--- config.mk ---
export PLATFORM = sky130hd
export DESIGN_NAME = hybrid_csel_adder
export DESIGN_NICKNAME = d
export VERILOG_FILES = /design/src/rtl/hca_pkg.sv /design/src/rtl/hca_merge4.sv /design/src/rtl/hca_cond_group.sv /design/src/rtl/hca_carry_tree.sv /design/src/rtl/hybrid_csel_adder.sv
export SDC_FILE = /design/constraint.sdc
export NUM_CORES = 1
export LEC_CHECK = 0
export BUFFER_PORTS_ARGS = -buffer_cell sky130_fd_sc_hd__buf_4
export CELL_PAD_IN_SITES_DETAIL_PLACEMENT = 1
export CELL_PAD_IN_SITES_GLOBAL_PLACEMENT = 1
export CORE_MARGIN = 4
export CORE_UTILIZATION = 30
export DETAILED_ROUTE_END_ITERATION = 6
export PLACE_DENSITY_LB_ADDON = 0.3
export SETUP_SLACK_MARGIN = 0.05
export SYNTH_ARGS = -nofsm -noshare
export SYNTH_HDL_FRONTEND = slang
export SYNTH_SLANG_ARGS = --single-unit
--- constraint.sdc ---
create_clock -name vclk -period 12.8
set_input_delay 3.84 -clock vclk [all_inputs]
set_output_delay 3.84 -clock vclk [all_outputs]
set_load 0.005 [all_outputs]
--- src/rtl/hca_pkg.sv ---
package hca_pkg;

    typedef struct packed {
        logic p;
        logic g;
    } pg_t;

    localparam pg_t PG_IDENT = '{p: 1'b1, g: 1'b0};

    // Combine a higher span with the span directly (or overlapping) below it.
    function automatic pg_t pg_merge(input pg_t hi, input pg_t lo);
        pg_t r;
        r.g = hi.g | (hi.p & lo.g);
        r.p = hi.p & lo.p;
        return r;
    endfunction

endpackage

--- src/rtl/hca_merge4.sv ---
module hca_merge4
    import hca_pkg::*;
(
    input  pg_t [3:0] in_pg,   // [0] is the lowest span
    output pg_t [2:0] run_pg   // [n] spans in_pg[0] up to in_pg[n+1]
);
    pg_t step1, step2, step3;

    always_comb begin
        step1  = pg_merge(in_pg[1], in_pg[0]);
        step2  = pg_merge(in_pg[2], step1);
        step3  = pg_merge(in_pg[3], step2);
        run_pg = {step3, step2, step1};
    end
endmodule

--- src/rtl/hca_cond_group.sv ---
module hca_cond_group #(
    parameter int GW = 8
) (
    input  logic [GW-1:0] ga,
    input  logic [GW-1:0] gb,
    input  logic          sel_c,
    output logic [GW-1:0] gsum,
    output logic          gcout
);
    logic [GW:0]   k0_d, k1_d;
    logic [GW-1:0] s0_d, s1_d;

    always_comb begin
        k0_d[0] = 1'b0;
        k1_d[0] = 1'b1;
        for (int i = 0; i < GW; i++) begin
            s0_d[i]   = ga[i] ^ gb[i] ^ k0_d[i];
            s1_d[i]   = ga[i] ^ gb[i] ^ k1_d[i];
            k0_d[i+1] = (ga[i] & gb[i]) | ((ga[i] ^ gb[i]) & k0_d[i]);
            k1_d[i+1] = (ga[i] & gb[i]) | ((ga[i] ^ gb[i]) & k1_d[i]);
        end
        gsum  = sel_c ? s1_d : s0_d;
        gcout = sel_c ? k1_d[GW] : k0_d[GW];
    end
endmodule

--- src/rtl/hca_carry_tree.sv ---
module hca_carry_tree
    import hca_pkg::*;
#(
    parameter int WIDTH = 64,
    parameter int GW    = 8
) (
    input  logic [WIDTH-1:0]    ta,
    input  logic [WIDTH-1:0]    tb,
    input  logic                tcin,
    output logic [WIDTH/GW-1:0] grp_c
);
    localparam int NGRP  = WIDTH / GW;
    localparam int NBLK1 = (WIDTH - GW) / 4;     // 4-bit spans below the top slice
    localparam int NPAD1 = ((NBLK1 + 3) / 4) * 4;
    localparam int NCEL2 = NPAD1 / 4;

    pg_t [WIDTH-GW-1:0] bit_pg;
    pg_t [NPAD1-1:0]    lvl1;
    pg_t [2:0]          lvl2 [NCEL2];
    pg_t [2:0]          lvl3_lo, lvl3_hi;

    genvar gi;

    // Bit level, carry-in folded into bit 0
    generate
        for (gi = 0; gi < WIDTH - GW; gi++) begin : g_bit
            if (gi == 0) begin : g_b0
                assign bit_pg[gi].p = ta[gi] ^ tb[gi];
                assign bit_pg[gi].g = (ta[gi] & tb[gi]) | ((ta[gi] ^ tb[gi]) & tcin);
            end else begin : g_bn
                assign bit_pg[gi].p = ta[gi] ^ tb[gi];
                assign bit_pg[gi].g = ta[gi] & tb[gi];
            end
        end
    endgenerate

    // Level 1: 4-bit spans, only the full-span output kept
    generate
        for (gi = 0; gi < NPAD1; gi++) begin : g_l1
            if (gi < NBLK1) begin : g_cell
                pg_t [2:0] run;
                hca_merge4 u_m (.in_pg(bit_pg[4*gi+3 -: 4]), .run_pg(run));
                assign lvl1[gi] = run[2];
            end else begin : g_pad
                assign lvl1[gi] = PG_IDENT;
            end
        end
    endgenerate

    // Level 2: spans 7:0/15:0, 23:16/31:16, 39:32/47:32, 55:48
    generate
        for (gi = 0; gi < NCEL2; gi++) begin : g_l2
            hca_merge4 u_m (.in_pg(lvl1[4*gi+3 -: 4]), .run_pg(lvl2[gi]));
        end
    endgenerate

    // Level 3: overlapping spans feed two cells
    hca_merge4 u_l3_lo (
        .in_pg ({lvl2[2][0], lvl2[1][2], lvl2[1][0], lvl2[0][2]}),
        .run_pg(lvl3_lo)
    );
    hca_merge4 u_l3_hi (
        .in_pg ({lvl2[3][0], lvl2[2][2], lvl2[1][2], lvl2[0][2]}),
        .run_pg(lvl3_hi)
    );

    always_comb begin
        grp_c    = '0;
        grp_c[0] = tcin;
        grp_c[1] = lvl2[0][0].g;     // into bit 8
        grp_c[2] = lvl2[0][2].g;     // into bit 16
        grp_c[3] = lvl3_lo[0].g;     // into bit 24
        grp_c[4] = lvl3_lo[1].g;     // into bit 32
        grp_c[5] = lvl3_lo[2].g;     // into bit 40
        grp_c[6] = lvl3_hi[1].g;     // into bit 48
        grp_c[NGRP-1] = lvl3_hi[2].g; // into bit 56
    end
endmodule

--- src/rtl/hybrid_csel_adder.sv ---
module hybrid_csel_adder #(
    parameter int WIDTH = 64,
    parameter int GW    = 8
) (
    input  logic [WIDTH-1:0] opa,
    input  logic [WIDTH-1:0] opb,
    input  logic             cin,
    output logic [WIDTH-1:0] sum,
    output logic             cout
);
    localparam int NGRP = WIDTH / GW;

    logic [NGRP-1:0] grp_cin;
    logic [NGRP-1:0] grp_cout;

    hca_carry_tree #(.WIDTH(WIDTH), .GW(GW)) u_tree (
        .ta   (opa),
        .tb   (opb),
        .tcin (cin),
        .grp_c(grp_cin)
    );

    genvar gi;
    generate
        for (gi = 0; gi < NGRP; gi++) begin : g_slice
            hca_cond_group #(.GW(GW)) u_grp (
                .ga   (opa[gi*GW +: GW]),
                .gb   (opb[gi*GW +: GW]),
                .sel_c(grp_cin[gi]),
                .gsum (sum[gi*GW +: GW]),
                .gcout(grp_cout[gi])
            );
        end
    endgenerate

    assign cout = grp_cout[NGRP-1];
endmodule

# Word-level counts from Yosys, hierarchy flattened
# Index checks and enable logic that the tools add are counted.
# totals
register_bits	0
in_bits	129
out_inout_bits	65
elab_cells	589
# op_classes
n_mux	9
n_bitwise	580
# op_table
cell	count
1-bit bitwise AND	249
1-bit bitwise XOR	176
1-bit bitwise OR	147
8-bit two-way mux	8
1-bit inverter	8
1-bit two-way mux	1

# Longest topological paths before layout
# Gate-level depths: netlist of run 1.
# logic_depth
ltp_word	22
mapped_depth	20
ltp_nobuf	20

# By module
# A second synthesis of run 1 with hierarchy kept.
# unflattened
cells_unflattened	352
hier_area_um2	3475.8
# modules_own_cells
mod	n_inst	cells_per_inst	area_each_um2	seq_area_each_um2
hca_cond_group at g_slice[0].u_grp ...	7	19	209.0	0.0
hca_merge4	20	7	53.8	0.0
hca_carry_tree	1	60	723.2	0.0
hca_cond_group at g_slice[7].u_grp	1	19	214.0	0.0

# Worst setup path after synthesis of run 1
# OpenSTA, ideal clock, no wires.
# synth_timing
path_kind	input-to-output
start	input port opa[0]
end	output port sum[63]
arrival_time_ps	8506
setup_slack_ps	454
path_stages	20
path_buffers	0
path_cell_list	inv_1 > fa_1 > nor2b_1 > o211ai_1 > a21oi_1 > o211ai_2 > and2_4 > a21oi_1 > nor2_4 > o31ai_4 > mux2i_1 > fa_1 > fa_1 > fa_1 > fa_1 > fa_1 > fa_1 > inv_1 > fa_1 > inv_1
# synth_via
elab_chain_cells	22
# synth_lines
element	line_no	text
start: declaration	hybrid_csel_adder.sv:5	input logic [WIDTH-1:0] opa,
1-bit bitwise XOR	hca_carry_tree.sv:29	assign bit_pg[gi].g = (ta[gi] & tb[gi]) | ((ta[gi] ^ tb[gi]) & tcin);
1-bit bitwise AND	hca_carry_tree.sv:29	
1-bit bitwise OR (*)	hca_carry_tree.sv:29	
1-bit bitwise AND (*)	hca_pkg.sv:13	r.g = hi.g | (hi.p & lo.g);
1-bit bitwise OR (*)	hca_pkg.sv:13	
1-bit bitwise AND (*)	hca_pkg.sv:13	
1-bit bitwise OR (*)	hca_pkg.sv:13	
1-bit bitwise AND (*)	hca_pkg.sv:13	
[... 6 more ...]	n/a	
1-bit bitwise OR (*)	hca_pkg.sv:13	
1-bit bitwise AND (*)	hca_pkg.sv:13	
1-bit bitwise OR (*)	hca_pkg.sv:13	
1-bit bitwise AND (*)	hca_pkg.sv:13	
1-bit bitwise OR (*)	hca_pkg.sv:13	
1-bit bitwise AND (*)	hca_pkg.sv:13	
1-bit bitwise OR (*)	hca_pkg.sv:13	
8-bit two-way mux (*)	hca_cond_group.sv:22	gsum = sel_c ? s1_d : s0_d;
end: declaration	hybrid_csel_adder.sv:8	output logic [WIDTH-1:0] sum,
# Every way passes the cells marked *; elsewhere a longest branch is shown, timed or not.

# Final worst setup path of run 1
# layout_timing
start	input port opa[9]
end	output port sum[63]
# layout_via
elab_chain_cells	17
# layout_lines
element	line_no	text
1-bit bitwise XOR	hca_carry_tree.sv:31	assign bit_pg[gi].p = ta[gi] ^ tb[gi];
1-bit bitwise AND	hca_pkg.sv:13	
1-bit bitwise OR	hca_pkg.sv:13	
1-bit bitwise AND	hca_pkg.sv:13	
1-bit bitwise OR	hca_pkg.sv:13	
1-bit bitwise AND	hca_pkg.sv:13	
1-bit bitwise OR	hca_pkg.sv:13	
1-bit bitwise OR (*)	hca_pkg.sv:13	
1-bit bitwise AND (*)	hca_pkg.sv:13	
1-bit bitwise OR (*)	hca_pkg.sv:13	
1-bit bitwise AND (*)	hca_pkg.sv:13	
1-bit bitwise OR (*)	hca_pkg.sv:13	
1-bit bitwise AND (*)	hca_pkg.sv:13	
1-bit bitwise OR (*)	hca_pkg.sv:13	
1-bit bitwise AND (*)	hca_pkg.sv:13	
1-bit bitwise OR (*)	hca_pkg.sv:13	
8-bit two-way mux (*)	hca_cond_group.sv:22	
# Marked as above.

==> impl_metrics.py, run 1 <==
metrics = {
    "run_status": {
        "status": "finished clean",
    },
    "power": {
        "p_int_w": 0.000135,
        "p_leak_nw": 2.33,
        "p_switching_w": 0.000105,
        "switching_share": 0.438,
        "ir_drop_v": 0.0000219,
        "finalPower_w": 0.000240,
        "p_clk_frac": 0,
        "combinationalPowerShare": 1.000,
        "cellPowerDensity_nw_per_um2": 53.3,
        "power_frac_seq": 0,
    },
    "sta": {
        "min_period_ns": 12.51,
        "relSlewSlack": 0.643,
        "setup_slack_ns": 0.289,
        "timing.fmax_mhz": 79.9,
        "drv_slew": 0,
        "final_hold_viol_count": 0,
        "rsz0062_at_grt": "no",
        "tightest_slew_ns": 0.530,
        "setup_viol": 0,
        "post-route-period-util": 0.977,
    },
    "critical_path": {
        "crit_type": "input port to output port",
        "arrival_ns": 8.67,
        "cpMaxStageDelayCell": "or3_4",
        "crit_path_frequent_cell": "fa_2",
        "worstPathMaxFanout": 3,
        "cp_cell_sequence": "buf_4, ha_1, buf_4, a21oi_2, o21ai_0, or3_4, o211ai_4, and2_4, a21oi_2, nor2_4, o31ai_4, mux2i_1, fa_2, fa_2, fa_2, fa_2, fa_2, fa_1, inv_1, fa_1, inv_1, buf_4",
        "cp.required_ns": 8.96,
        "cp.buffers_inverters": 5,
        "crit_path_max_incr_delay_ns": 0.41,
        "cp_top_family": "adder cells",
        "critPathCaptureType": "output port",
        "start_kind": "input port",
    },
    "layout": {
        "final_cell_mix": "buf_4 (201), ha_1 (65), inv_1 (37)",
        "layout_commonest_cell": "buf_4",
        "nets": 740,
        "clockBufferCount": 0,
        "drive_above_1_share": 0.436,
        "final-seq-area_um2": 0,
        "utilization": 0.489,
        "antenna_cells": 0,
        "syn_to_final_growth_pct": 60.0,
        "nFlopsAndLatches": 0,
    },
    "grt": {
        "grt_max_degree": 9,
        "gr-usage-met1": 0.190,
        "grt_pass1_vias": 3483,
        "gr-usage-met2": 0.334,
        "grt_overflow": 0,
        "antenna_found_initial": 0,
        "grt_busiest_layer": "met2",
        "grt_pass1_wl_mm": 15.8,
        "use_met3": 0.0340,
        "track_usage": 0.168,
    },
    "die": {
        "die_w_um": 105,
        "io_pins": 194,
        "dieArea_um2": 11000,
        "start_util": 0.305,
        "chipHeight_um": 105,
        "fp.coreArea_um2": 9200,
        "num_rows": 35,
    },
    "yosys": {
        "yosysSeqAreaShare": 0,
        "ys_types": 44,
        "synth_cells": 312,
        "avgSynthCellArea_um2": 9.00,
        "syn_nets": 538,
        "syn_area_um2": 2810,
        "ys_warn_count": 0,
    },
    "placement": {
        "gp_congestion": 0.752,
        "io_buffers": 194,
        "pre_cts_slack_ns": -0.00143,
        "dp_hpwl_mm": 9.13,
    },
    "drt": {
        "first_iter_violations": 50,
        "wire_per_inst_um": 15.4,
        "vias": 3102,
        "wl_mm": 9.62,
        "dr.pass1.iters": 4,
        "viasPerCell": 4.98,
        "ant_nets": 0,
        "drc": 0,
    },
    "clock_network": {
        "hold_buffers": 0,
    },
    "run": {
        "drv_cap": 0,
    },
    "worst_hold_path": {
        "min_path_type": "input port to output port",
    },
}
==> layout make-up <==
class	instances	area, um2
fill	1110	4700
inverter	37	139
multi-input combinational	274	2710
tap	111	139
timing repair buffer	201	1510
==> per-layer routing <==
layer  vias up  wire (um)
met5         -          0
met4         0         60
met3         4        647
met2       108       5240
met1      1486       3680
li1       1504          -
==> cells by family (layout without fill, tap and decap cells) <==
| family | after synthesis | count (layout) | synth area share |
|---|---|---|---|
| adder cells (fa/ha/maj) | 97 | 97 | 0.518 |
| AO/OA/AOI/OAI | 79 | 79 | 0.198 |
| AND/OR/NAND/NOR | 62 | 62 | 0.118 |
| buffers and inverters | 38 | 238 | 0.0508 |
| XOR/XNOR | 29 | 29 | 0.0904 |
| multiplexers | 7 | 7 | 0.0249 |
==> path summary, 6_finish.rpt <==
| kind | end | from | cells past startpoint | slack, ns |
|---|---|---|---|---|
| worst max-delay path | sum[63] | opa[9] | 22 | 0.29 |
| worst min-delay path | sum[54] | opb[54] | 3 | 8.02 |
==> power groups by stage <==
stage | Sequential (W) | Combinational, W | Clock (W)
global placement | 0 | 0.000234 | 0
detailed placement | 0 | 0.000241 | 0
global route | 0 | 0.000269 | 0
CTS | 0 | 0.000243 | 0
floorplan | 0 | 0.000109 | 0
finish | 0 | 0.000240 | 0
==> metrics by stage <==
step | std cells | instance area (um2) | hold WS (ns) | TNS (ns)
after floorplan | 312 | 2810 | 7.83 | 0
after global placement | 622 | 4450 | 8.01 | 0
after detailed placement | 622 | 4450 | 8.01 | -0.00143
after CTS | 622 | 4460 | 8.01 | 0
after global routing | 623 | 4490 | 8.03 | 0
final | 623 | 4490 | 8.02 | 0
==> cells in the mapped netlist (all sizes together), types with 2 or more instances <==
cell type | n | area [um2]
nor2b | 5 | 31.3
xor2 | 15 | 131
o21bai | 4 | 30.0
nand3 | 5 | 25.0
nand4 | 11 | 68.8
nand2 | 12 | 45.0
ha | 65 | 813
xnor2 | 14 | 123
nor2 | 15 | 63.8
a21o | 8 | 61.3
fa | 32 | 641
a21oi | 27 | 146
o21ai | 18 | 97.6
and2 | 2 | 15.0
nor3 | 2 | 10.0
o211ai | 3 | 27.5
inv | 37 | 139
a211oi | 2 | 15.0
a221oi | 2 | 17.5
nor3b | 3 | 27.5
o21a | 6 | 45.0
nand2b | 4 | 25.0
mux2i | 7 | 70.1
==> repair_timing <==
| item | in CTS | in global routing |
|---|---|---|
| gates resized for setup | 2 | 8 |
| endpoints found under the setup margin | 1 | 1 |
| pin swaps | 0 | 3 |
| buffers inserted | 0 | 1 |
| hold endpoints to repair | 0 | 0 |
Note: power is estimated with default switching activity, not from simulation.
==> run 2, diff against run 1 <==
--- a/config.mk
+++ b/config.mk
@@ -11,6 +11,7 @@
 export CORE_MARGIN = 4
 export CORE_UTILIZATION = 30
 export DETAILED_ROUTE_END_ITERATION = 6
+export GPL_TIMING_DRIVEN = 0
 export PLACE_DENSITY_LB_ADDON = 0.3
 export SETUP_SLACK_MARGIN = 0.05
 export SYNTH_ARGS = -nofsm -noshare
==> run 2 against run 1 <==
Against the previous run: non-clock buffer count rose by 1; sequential share of layout area did not move; global-route usage rose by 0.44 points; routed wire length rose by 4.2%; total power rose by 1.7%; first-iteration DRC count fell by 24%; highest routed layer unchanged; clock-buffer cell count did not move; combinational power rose by 2%; maximum frequency fell by 0.19%; critical endpoint unchanged; sequential cell count did not move; setup slack got worse by 0.024 ns.
==> impl_metrics.py, run 2 (synthesis gave the netlist of run 1 again) <==
metrics = {
    "layout": {
        "nets": 741,
        "antenna_cells": 0,
        "drive_above_1_share": 0.446,
        "final-seq-area_um2": 0,
        "clockBufferCount": 0,
        "nFlopsAndLatches": 0,
        "multi_input_area_um2": 2740,
        "fin_area_um2": 4530,
        "final_cells": 624,
        "layout_commonest_cell": "buf_4",
        "final_cell_mix": "buf_4 (201), ha_1 (63), inv_1 (37)",
        "nFillCells": 1121,
        "syn_to_final_growth_pct": 61.4,
    },
    "power": {
        "p_leak_nw": 2.34,
        "ir_drop_v": 0.0000217,
        "cellPowerDensity_nw_per_um2": 53.8,
    },
    "drt": {
        "ant_nets": 0,
        "viasPerCell": 4.96,
        "vias": 3095,
        "drc": 0,
        "wire_per_inst_um": 16.1,
        "wl_mm": 10.0,
        "dr.pass1.iters": 4,
        "first_iter_violations": 38,
    },
    "grt": {
        "grt_max_degree": 9,
        "grt_pass1_wl_mm": 16.0,
        "grt_overflow": 0,
        "grt_pass1_vias": 3507,
        "antenna_found_initial": 0,
        "track_usage": 0.173,
    },
    "placement": {
        "postPlaceCellArea_um2": 4400,
        "pre_cts_slack_ns": -0.244,
        "gp_congestion": 0.791,
        "dp_hpwl_mm": 9.39,
        "dp_cells": 617,
        "io_buffers": 194,
    },
    "sta": {
        "timing.fmax_mhz": 79.8,
        "min_period_ns": 12.54,
        "drv_slew": 0,
        "hold_ws_ns": 8.02,
        "rsz0062_at_grt": "no",
        "tightest_slew_ns": 0.462,
        "post-route-period-util": 0.979,
        "setup_viol": 0,
        "setup_slack_ns": 0.265,
        "final_hold_viol_count": 0,
        "relSlewSlack": 0.689,
    },
    "critical_path": {
        "critPathCaptureType": "output port",
        "startpoint": "opa[8]",
        "cp.required_ns": 8.96,
        "worstPathMaxFanout": 3,
        "crit_type": "input port to output port",
        "arrival_ns": 8.70,
        "start_kind": "input port",
    },
    "die": {
        "dieArea_um2": 11000,
        "die_w_um": 105,
        "start_util": 0.305,
        "fp.coreArea_um2": 9200,
        "num_rows": 35,
        "io_pins": 194,
        "chipHeight_um": 105,
    },
    "worst_hold_path": {
        "min_from": "opb[62]",
        "min_path_type": "input port to output port",
    },
    "run": {
        "drv_cap": 0,
    },
    "clock_network": {
        "hold_buffers": 0,
    },
    "run_status": {
        "status": "finished clean",
    },
}
## run 2: where the power goes
group / switching (W) / internal [W]
Sequential: 0 / 0
Clock: 0 / 0
Combinational: 0.000107 / 0.000136
## run 2: worst paths after layout
path | end | slack (ns) | depth (start not counted)
min | sum[62] | 8.02 | 3
max | sum[63] | 0.26 | 22
## run 2: critical path, cell delays in order
cell       delay [ns]
buf_4            0.09
inv_1            0.03
ha_1             0.30
o21a_1           0.13
o21ai_2          0.07
a2111oi_4        0.40
o211ai_2         0.17
and2_4           0.18
a21oi_4          0.19
nor2_4           0.07
o31ai_4          0.29
mux2i_2          0.12
fa_2             0.35
fa_2             0.35
fa_2             0.34
fa_2             0.35
fa_1             0.40
fa_1             0.38
inv_1            0.08
fa_1             0.40
inv_1            0.07
buf_4            0.10
## run 2: final cells by class
class | instances | share of cell area
buffer | 1 | 0.000828
tap | 111 | 0.0306
inverter | 37 | 0.0306
timing repair buffer | 201 | 0.333
multi-input combinational | 274 | 0.605
## run 2: metal layers
| layer | track usage | part of all wire |
|---|---|---|
| met3 | 0.0500 | 0.080 |
| met1 | 0.173 | 0.35 |
| met2 | 0.363 | 0.57 |
| met4 | 0.00281 | 0.0031 |
| met5 | 0 | 0 |
## run 2: stage by stage
stage               power, W  setup TNS (ns)  utilization
floorplan           0.000109               0            -
global placement    0.000229          -0.131        0.479
detailed placement  0.000240          -0.258        0.479
CTS                 0.000245               0        0.485
global route        0.000271               0        0.493
finish              0.000244               0        0.493
## run 2: timing repair
action | CTS | global route
buffers inserted | 4 | 3
resized for setup | 7 | 12
pin swaps | 4 | 6
cloned | 0 | 0
endpoints found under the setup margin | 2 | 1
==> run 3, diff against run 2 <==
--- a/config.mk
+++ b/config.mk
@@ -13,6 +13,7 @@
 export DETAILED_ROUTE_END_ITERATION = 6
 export GPL_TIMING_DRIVEN = 0
 export PLACE_DENSITY_LB_ADDON = 0.3
+export REMOVE_ABC_BUFFERS = 1
 export SETUP_SLACK_MARGIN = 0.05
 export SYNTH_ARGS = -nofsm -noshare
 export SYNTH_HDL_FRONTEND = slang
==> run 3 against run 2 <==
Against the previous run: global-route usage is 0.88 points lower; routed wire length is 7.0% lower; largest cell class unchanged; via count is 2.5% lower; largest power group unchanged; sequential share of layout area stayed put; cell count is 0.64% lower.
==> impl_metrics.py, run 3 (synthesis gave the netlist of run 1 again) <==
metrics = {
    "layout": {
        "syn_to_final_growth_pct": 60.0,
        "nFlopsAndLatches": 0,
        "nets": 737,
        "utilization": 0.489,
        "final_cell_mix": "buf_4 (198), ha_1 (64), inv_1 (37)",
        "drive_above_1_share": 0.436,
        "final-seq-area_um2": 0,
        "antenna_cells": 0,
        "clockBufferCount": 0,
        "fin_area_um2": 4490,
        "layout_commonest_cell": "buf_4",
    },
    "die": {
        "chipHeight_um": 105,
        "start_util": 0.305,
        "io_pins": 194,
        "fp.coreArea_um2": 9200,
        "num_rows": 35,
        "dieArea_um2": 11000,
        "die_w_um": 105,
    },
    "grt": {
        "track_usage": 0.164,
        "grt_overflow": 0,
        "grt_pass1_wl_mm": 15.4,
        "grt_pass1_vias": 3366,
        "antenna_found_initial": 0,
        "grt_max_degree": 9,
    },
    "sta": {
        "min_period_ns": 12.49,
        "tightest_slew_ns": 0.502,
        "setup_viol": 0,
        "hold_ws_ns": 8.02,
        "drv_slew": 0,
        "final_hold_viol_count": 0,
        "relSlewSlack": 0.662,
        "timing.fmax_mhz": 80.1,
        "rsz0062_at_grt": "no",
        "post-route-period-util": 0.975,
    },
    "placement": {
        "dp_hpwl_mm": 8.92,
        "gp_congestion": 0.791,
        "postPlaceCellArea_um2": 4400,
        "io_buffers": 194,
    },
    "critical_path": {
        "start_kind": "input port",
        "critPathCaptureType": "output port",
        "arrival_ns": 8.65,
        "cp.required_ns": 8.96,
        "worstPathMaxFanout": 3,
        "startpoint": "opa[8]",
        "crit_type": "input port to output port",
    },
    "drt": {
        "viasPerCell": 4.87,
        "first_iter_violations": 42,
        "vias": 3019,
        "dr.pass1.iters": 4,
        "ant_nets": 0,
        "wire_per_inst_um": 15.0,
        "wl_mm": 9.32,
        "drc": 0,
    },
    "power": {
        "ir_drop_v": 0.0000250,
        "combinationalPowerShare": 1.000,
        "power_frac_seq": 0,
        "switching_share": 0.437,
        "cellPowerDensity_nw_per_um2": 53.3,
        "p_switching_w": 0.000105,
        "p_clk_frac": 0,
        "p_int_w": 0.000135,
        "p_leak_nw": 2.33,
    },
    "run": {
        "drv_cap": 0,
    },
    "worst_hold_path": {
        "min_from": "opb[61]",
        "min_path_type": "input port to output port",
    },
    "run_status": {
        "status": "finished clean",
    },
}
run 3: area by class of cell:
cell class	count	area [um2]
inverters	37	139
well taps	111	139
multi-input cells	274	2730
fillers	1100	4700
repair buffers	198	1490
run 3: path summary, 6_finish.rpt:
kind      end  cells after the start  slack, ns
max   sum[63]                     22       0.31
min   sum[61]                      3       8.02
run 3: worst max-delay path, cell delays in order:
cell       delay (ns)
buf_4            0.09
inv_1            0.04
ha_1             0.30
o21a_1           0.13
o21ai_2          0.06
a2111oi_4        0.39
o211ai_2         0.17
and2_4           0.18
a21oi_4          0.18
nor2_4           0.07
o31ai_4          0.22
mux2i_1          0.13
fa_1             0.39
fa_2             0.35
fa_2             0.34
fa_2             0.34
fa_1             0.39
fa_1             0.37
inv_1            0.07
fa_1             0.40
inv_1            0.07
buf_4            0.10
run 3: timing repair:
action | CTS | global route
resized for setup | 5 | 10
hold buffers | 0 | 0
buffers inserted | 3 | 1
pin swaps | 1 | 5
endpoints found under the setup margin | 1 | 1
gates cloned | 0 | 0
run 3: through the flow:
stage / setup slack [ns] / TNS [ns] / cells / power (W)
2_1_floorplan: 0.454 / 0 / 311 / 0.000109
3_3_place_gp: -0.0353 / -0.0353 / 616 / 0.000229
3_5_place_dp: -0.155 / -0.155 / 616 / 0.000238
4_1_cts: 0.0540 / 0 / 619 / 0.000242
5_1_grt: 0.0556 / 0 / 620 / 0.000267
6_report: 0.315 / 0 / 620 / 0.000239
run 3: routing by layer:
layer,up-vias,track usage,wire [um]
met5,-,0,0
met4,0,0,0
met3,0,0.0284,636
met2,100,0.333,5200
met1,1419,0.186,3480
li1,1500,-,-
run 3: power groups by stage:
| stage | Combinational (W) | Sequential, W | Clock, W |
|---|---|---|---|
| after global placement | 0.000229 | 0 | 0 |
| after floorplan | 0.000109 | 0 | 0 |
| after global routing | 0.000267 | 0 | 0 |
| after CTS | 0.000242 | 0 | 0 |
| after detailed placement | 0.000238 | 0 | 0 |
| final | 0.000239 | 0 | 0 |
